===== config.mk =====
export PLATFORM = sky130hd
export DESIGN_NAME = uart_baud_gen
export DESIGN_NICKNAME = d
export VERILOG_FILES = /design/src/rtl/uart_baud_pkg.sv /design/src/rtl/baud_div_reg.sv /design/src/rtl/baud_frac_presc.sv /design/src/rtl/baud_tick_gen.sv /design/src/rtl/uart_baud_gen.sv
export SDC_FILE = /design/constraint.sdc
export NUM_CORES = 1
export LEC_CHECK = 0
export ABC_AREA = 1
export CORE_AREA = 3 3 93 95
export DETAILED_ROUTE_END_ITERATION = 8
export DIE_AREA = 0 0 96 98
export GPL_ROUTABILITY_DRIVEN = 0
export GPL_TIMING_DRIVEN = 0
export PLACE_DENSITY_LB_ADDON = 0.3
export SLEW_MARGIN = 20
export SYNTH_ARGS = -nofsm -noshare
export SYNTH_HDL_FRONTEND = slang
export SYNTH_HIERARCHICAL = 1
export SYNTH_SLANG_ARGS = --single-unit

===== constraint.sdc =====
create_clock -name clk_i -period 2.1 [get_ports clk_i]
set_clock_uncertainty 0.1 [all_clocks]
set_input_delay 0.42 -clock clk_i [delete_from_list [all_inputs] [get_ports clk_i]]
set_output_delay 0.42 -clock clk_i [all_outputs]
set_load 0.05 [all_outputs]

===== src/rtl/uart_baud_pkg.sv =====
package uart_baud_pkg;
  typedef enum logic [1:0] {
    RATE_ORDINARY = 2'd0,
    RATE_FAST_X4  = 2'd1,
    RATE_FAST_X8  = 2'd2
  } rate_mode_e;

  localparam int unsigned PRESC_NUM   = 8;
  localparam int unsigned PRESC_DEN   = 13;
  localparam int unsigned OS_W        = 4;
  localparam int unsigned OS_ORDINARY = 16;
  localparam int unsigned OS_FAST_X4  = 4;
  localparam int unsigned OS_FAST_X8  = 8;
endpackage


===== src/rtl/baud_div_reg.sv =====
module baud_div_reg
  import uart_baud_pkg::*;
#(
  parameter int unsigned DIV_W     = 16,
  parameter int unsigned RESET_DIV = 1
) (
  input  logic                     clk_i,
  input  logic                     rst_ni,
  input  logic                     lo_we_i,
  input  logic                     hi_we_i,
  input  logic [7:0]               wdata_i,
  output logic                     restart_o,
  output rate_mode_e               mode_o,
  output logic [DIV_W-1:0]         period_m1_o,
  output logic [OS_W-1:0]          os_m1_o
);
  localparam int unsigned HI_W = DIV_W - 8;
  localparam logic [DIV_W-1:0] CODE_X4 = {1'b1, {(DIV_W-3){1'b0}}, 2'b01};
  localparam logic [DIV_W-1:0] CODE_X8 = {1'b1, {(DIV_W-3){1'b0}}, 2'b10};

  logic [DIV_W-1:0] div_q, div_d;

  always_comb begin
    div_d = div_q;
    if (lo_we_i) div_d[7:0]       = wdata_i;
    if (hi_we_i) div_d[DIV_W-1:8] = wdata_i[HI_W-1:0];
  end

  always_ff @(posedge clk_i or negedge rst_ni) begin
    if (!rst_ni)                   div_q <= DIV_W'(RESET_DIV);
    else if (lo_we_i || hi_we_i)   div_q <= div_d;
  end

  assign restart_o = lo_we_i | hi_we_i;

  always_comb begin
    mode_o      = RATE_ORDINARY;
    period_m1_o = div_q - 1'b1;
    os_m1_o     = OS_W'(OS_ORDINARY - 1);
    if (div_q == CODE_X4) begin
      mode_o      = RATE_FAST_X4;
      period_m1_o = '0;
      os_m1_o     = OS_W'(OS_FAST_X4 - 1);
    end else if (div_q == CODE_X8) begin
      mode_o      = RATE_FAST_X8;
      period_m1_o = '0;
      os_m1_o     = OS_W'(OS_FAST_X8 - 1);
    end
  end
endmodule


===== src/rtl/baud_frac_presc.sv =====
module baud_frac_presc #(
  parameter int unsigned NUM = 8,
  parameter int unsigned DEN = 13
) (
  input  logic clk_i,
  input  logic rst_ni,
  input  logic clr_i,
  input  logic frac_en_i,
  output logic pre_en_o
);
  localparam int unsigned ACC_W = $clog2(DEN + NUM) + 1;

  logic [ACC_W-1:0] acc_q, acc_d, sum;
  logic             wrap;

  always_comb begin
    sum   = acc_q + ACC_W'(NUM);
    wrap  = (sum >= ACC_W'(DEN));
    acc_d = acc_q;
    if (clr_i || !frac_en_i) acc_d = '0;
    else if (wrap)           acc_d = sum - ACC_W'(DEN);
    else                     acc_d = sum;
  end

  assign pre_en_o = !frac_en_i || wrap;

  always_ff @(posedge clk_i or negedge rst_ni) begin
    if (!rst_ni) acc_q <= '0;
    else         acc_q <= acc_d;
  end
endmodule


===== src/rtl/baud_tick_gen.sv =====
module baud_tick_gen
  import uart_baud_pkg::*;
#(
  parameter int unsigned DIV_W = 16
) (
  input  logic             clk_i,
  input  logic             rst_ni,
  input  logic             clr_i,
  input  logic             pre_en_i,
  input  logic [DIV_W-1:0] period_m1_i,
  input  logic [OS_W-1:0]  os_m1_i,
  output logic             sample_tick_o,
  output logic             bit_tick_o
);
  logic [DIV_W-1:0] scnt_q, scnt_d;
  logic [OS_W-1:0]  ocnt_q, ocnt_d;
  logic             samp, last_os;
  logic             samp_q, bit_q;

  always_comb begin
    samp    = pre_en_i && (scnt_q == period_m1_i);
    last_os = (ocnt_q == os_m1_i);
    scnt_d  = scnt_q;
    ocnt_d  = ocnt_q;
    if (pre_en_i) scnt_d = samp ? '0 : scnt_q + 1'b1;
    if (samp)     ocnt_d = last_os ? '0 : ocnt_q + 1'b1;
    if (clr_i) begin
      scnt_d = '0;
      ocnt_d = '0;
    end
  end

  always_ff @(posedge clk_i or negedge rst_ni) begin
    if (!rst_ni) begin
      scnt_q <= '0;
      ocnt_q <= '0;
      samp_q <= 1'b0;
      bit_q  <= 1'b0;
    end else begin
      scnt_q <= scnt_d;
      ocnt_q <= ocnt_d;
      samp_q <= samp && !clr_i;
      bit_q  <= samp && last_os && !clr_i;
    end
  end

  assign sample_tick_o = samp_q;
  assign bit_tick_o    = bit_q;
endmodule


===== src/rtl/uart_baud_gen.sv =====
module uart_baud_gen
  import uart_baud_pkg::*;
#(
  parameter int unsigned DIV_W     = 16,
  parameter int unsigned RESET_DIV = 1
) (
  input  logic       clk_i,
  input  logic       rst_ni,
  input  logic       div_lo_we_i,
  input  logic       div_hi_we_i,
  input  logic [7:0] div_wdata_i,
  input  logic       presc_sel_i,
  output logic       sample_tick_o,
  output logic       bit_tick_o
);
  logic [1:0]       rst_sync_q;
  logic             rst_n_int;
  logic             restart;
  rate_mode_e       mode;
  logic [DIV_W-1:0] period_m1;
  logic [OS_W-1:0]  os_m1;
  logic             pre_en;

  always_ff @(posedge clk_i or negedge rst_ni) begin
    if (!rst_ni) rst_sync_q <= 2'b00;
    else         rst_sync_q <= {rst_sync_q[0], 1'b1};
  end
  assign rst_n_int = rst_sync_q[1];

  baud_div_reg #(.DIV_W(DIV_W), .RESET_DIV(RESET_DIV)) u_div (
    .clk_i       (clk_i),
    .rst_ni      (rst_n_int),
    .lo_we_i     (div_lo_we_i),
    .hi_we_i     (div_hi_we_i),
    .wdata_i     (div_wdata_i),
    .restart_o   (restart),
    .mode_o      (mode),
    .period_m1_o (period_m1),
    .os_m1_o     (os_m1)
  );

  baud_frac_presc #(.NUM(PRESC_NUM), .DEN(PRESC_DEN)) u_presc (
    .clk_i     (clk_i),
    .rst_ni    (rst_n_int),
    .clr_i     (restart),
    .frac_en_i (presc_sel_i),
    .pre_en_o  (pre_en)
  );

  baud_tick_gen #(.DIV_W(DIV_W)) u_tick (
    .clk_i         (clk_i),
    .rst_ni        (rst_n_int),
    .clr_i         (restart),
    .pre_en_i      (pre_en),
    .period_m1_i   (period_m1),
    .os_m1_i       (os_m1),
    .sample_tick_o (sample_tick_o),
    .bit_tick_o    (bit_tick_o)
  );
endmodule


==> impl_metrics.tcl <==
set metrics [dict create \
    antenna_left 0 \
    viasPerCell 4.804 \
    power.density_nw_per_um2 530.6 \
    yosys_warnings 6 \
    critPathArrivalTime_ns 2.55 \
    whs_ns 0.07537 \
    track_usage 0.1733 \
    first_global_vias 2843 \
    vdd_drop_max_uv 235.6 \
    die_x_um 96 \
    slew_headroom 0.6591 \
    antenna_found_initial 0 \
    clk_pin_slew_ns 0.09 \
    drive_gt1_frac 0.2049 \
    cts-htree-levels 2 \
    drc_errors 0 \
    clkSinkCount 46 \
    crit_chain "inv_4, ha_4, o211ai_1, buf_4, nand2_2, nor2_4, inv_1, nand2_1, nand2_1, nor2_1, nand2_1, nor2_2, nand3_2, nand2_4, buf_4, nor2_1" \
    placed_cells 603 \
    placementRows 32 \
    die_y_um 98 \
    dpl_worst_slack_ns -0.7739 \
    dp_hpwl_um 5846 \
    cts_buffers 5 \
    worstHoldPathType "flip-flop to asynchronous set/reset pin" \
    layoutNonFillerInstCount 629 \
    dieArea_um2 9408 \
    boundaryPins 15 \
    crit_path_end_kind "flip-flop" \
    power_mw 2.102 \
    critPathTopFamily "simple AND/OR/NAND/NOR gates" \
    cts_buffer_depth 2 \
    initial_core_util 0.4125 \
    avgSynthCellArea_um2 6.640 \
    cp_slowest_cell "dfstp_2" \
    layout_min_cycle_time_ns 2.456 \
    finalCritPeriodShare 1.170 \
    met1_usage 0.2517 \
    max_cap_violations 0 \
    worstMarginPinSlew_ns 0.5097 \
    violations "setup timing" \
    use_met3 0.02928 \
    worstPathRequired_ns 2.19 \
    status "complete, but fails checks" \
    critPathBufInv 4 \
    setup_viol 22 \
    grt_most_used_layer "met2" \
    grt_max_degree 32 \
    grt_pass1_wl_um 13090 \
    fillCellCount 770 \
    grt_overflow 0 \
    rsz0062_at_grt "true" \
    cpMostUsedCell "nand2_1" \
    area_growth_syn_to_layout_pct 23.00 \
    synthCells 485 \
    finalMaxSlewViolations 0 \
    met2_usage 0.2693 \
    cp-start-kind "flip-flop" \
    critPathKind "flip-flop to flip-flop" \
    finalHoldViolations 0 \
    crit_fanout 5 \
    diodes 0 \
    fmax_mhz 407.2 \
    worstSkewPairLatency_ns 0.30 \
    drtIter0Drc 189 \
    wl_per_cell_um 12.41 \
    drtPass1Iterations 5 \
    fin_nets 548 \
    wl_um 7807 \
    setup_ws_ns -0.3561 \
    num_vias 3022 \
    portBuffers 14 \
    netlist_area_um2 3221 \
    power_leakage_nw 1.919 \
    fp.coreArea_um2 7807 \
    slowest_delay_ns 0.58 \
    cts_tree "yes" \
    cts_root_buf "clkbuf_8" \
]
-- cell usage in the layout, fill, tap and decap left out, drive strengths merged, types with 7 or more instances in the layout --
master / instances
xor2: 18
clkbuf: 7
inv: 72
o21ai: 21
nand4: 7
nand3: 30
buf: 24
dfrtp: 45
a21oi: 7
clkdlybuf4s50: 14
ha: 9
nand2: 158
nor2: 90
-- what timing repair did --
| action | in CTS | in global routing |
|---|---|---|
| setup endpoints to repair | 22 | 22 |
| resized for setup | 35 | 24 |
| gates cloned | 2 | 0 |
| setup buffers | 9 | 7 |
| hold buffers | 0 | 0 |
| pin swaps | 16 | 9 |
-- area by class of cell --
cell class | instances | area, µm² | share of cell area
well taps | 102 | 127.6 | 0.03222
repair buffers | 33 | 306.5 | 0.07738
multi-input cells | 362 | 1934 | 0.4883
flip-flops and latches | 46 | 1159 | 0.2925
clock buffers | 5 | 68.82 | 0.01737
plain buffers | 7 | 52.55 | 0.01327
clock inverters | 3 | 43.79 | 0.01105
inverters | 71 | 269.0 | 0.06791
-- power by group --
part / internal [mW] / total (mW) / switching (mW)
clock network: 0.357 / 0.675 / 0.318
registers: 0.924 / 0.977 / 0.0533
logic: 0.182 / 0.450 / 0.268
-- path summary, 6_finish.rpt --
check	from	end	slack, ns	cells after the start
worst min-delay path	rst_sync_q[1]	u_tick/scnt_q[14]	0.08	0
max in group asynchronous	rst_sync_q[1]	u_div/div_q[0]	1.28	1
min in group clk_i	rst_sync_q[0]	rst_sync_q[1]	0.26	0
worst min register to register	rst_sync_q[1]	u_tick/scnt_q[14]	0.08	0
worst max register to register	u_div/div_q[0]	u_tick/scnt_q[11]	-0.36	16
worst max-delay path	u_div/div_q[0]	u_tick/scnt_q[11]	-0.36	16
-- metrics by stage --
step,instance area [µm²],utilization,setup TNS (ns)
after floorplan,3239,-,-3.080
after global placement,3507,0.4492,-13.66
after detailed placement,3528,0.4519,-14.57
after CTS,3840,0.4918,-6.209
after global routing,3961,0.5074,-10.17
final,3961,0.5074,-7.229
-- state kept, by name (all words and copies together), names as in the netlist --
register              flops
u_div/div_q              16
u_tick/bit_tick_o         1
rst_sync_q                2
u_presc/acc_q             6
u_tick/sample_tick_o      1
u_tick/scnt_q            16
u_tick/ocnt_q             4
-- worst reg2reg max path, delay by kind of cell, from the launching register on --
family	cells	cell delay, ns
compound gates	1	0.16
buf+inv	4	0.44
simple gates	10	0.91
flops	1	0.58
fa+ha+maj	1	0.15
-- routing by layer --
metal  part of all wire  vias up
met5                  0        -
met4             0.0074        0
met3              0.045        6
met2               0.46       57
met1               0.49     1399
li1                   -     1560
Note: power is estimated with default switching activity, not from simulation.
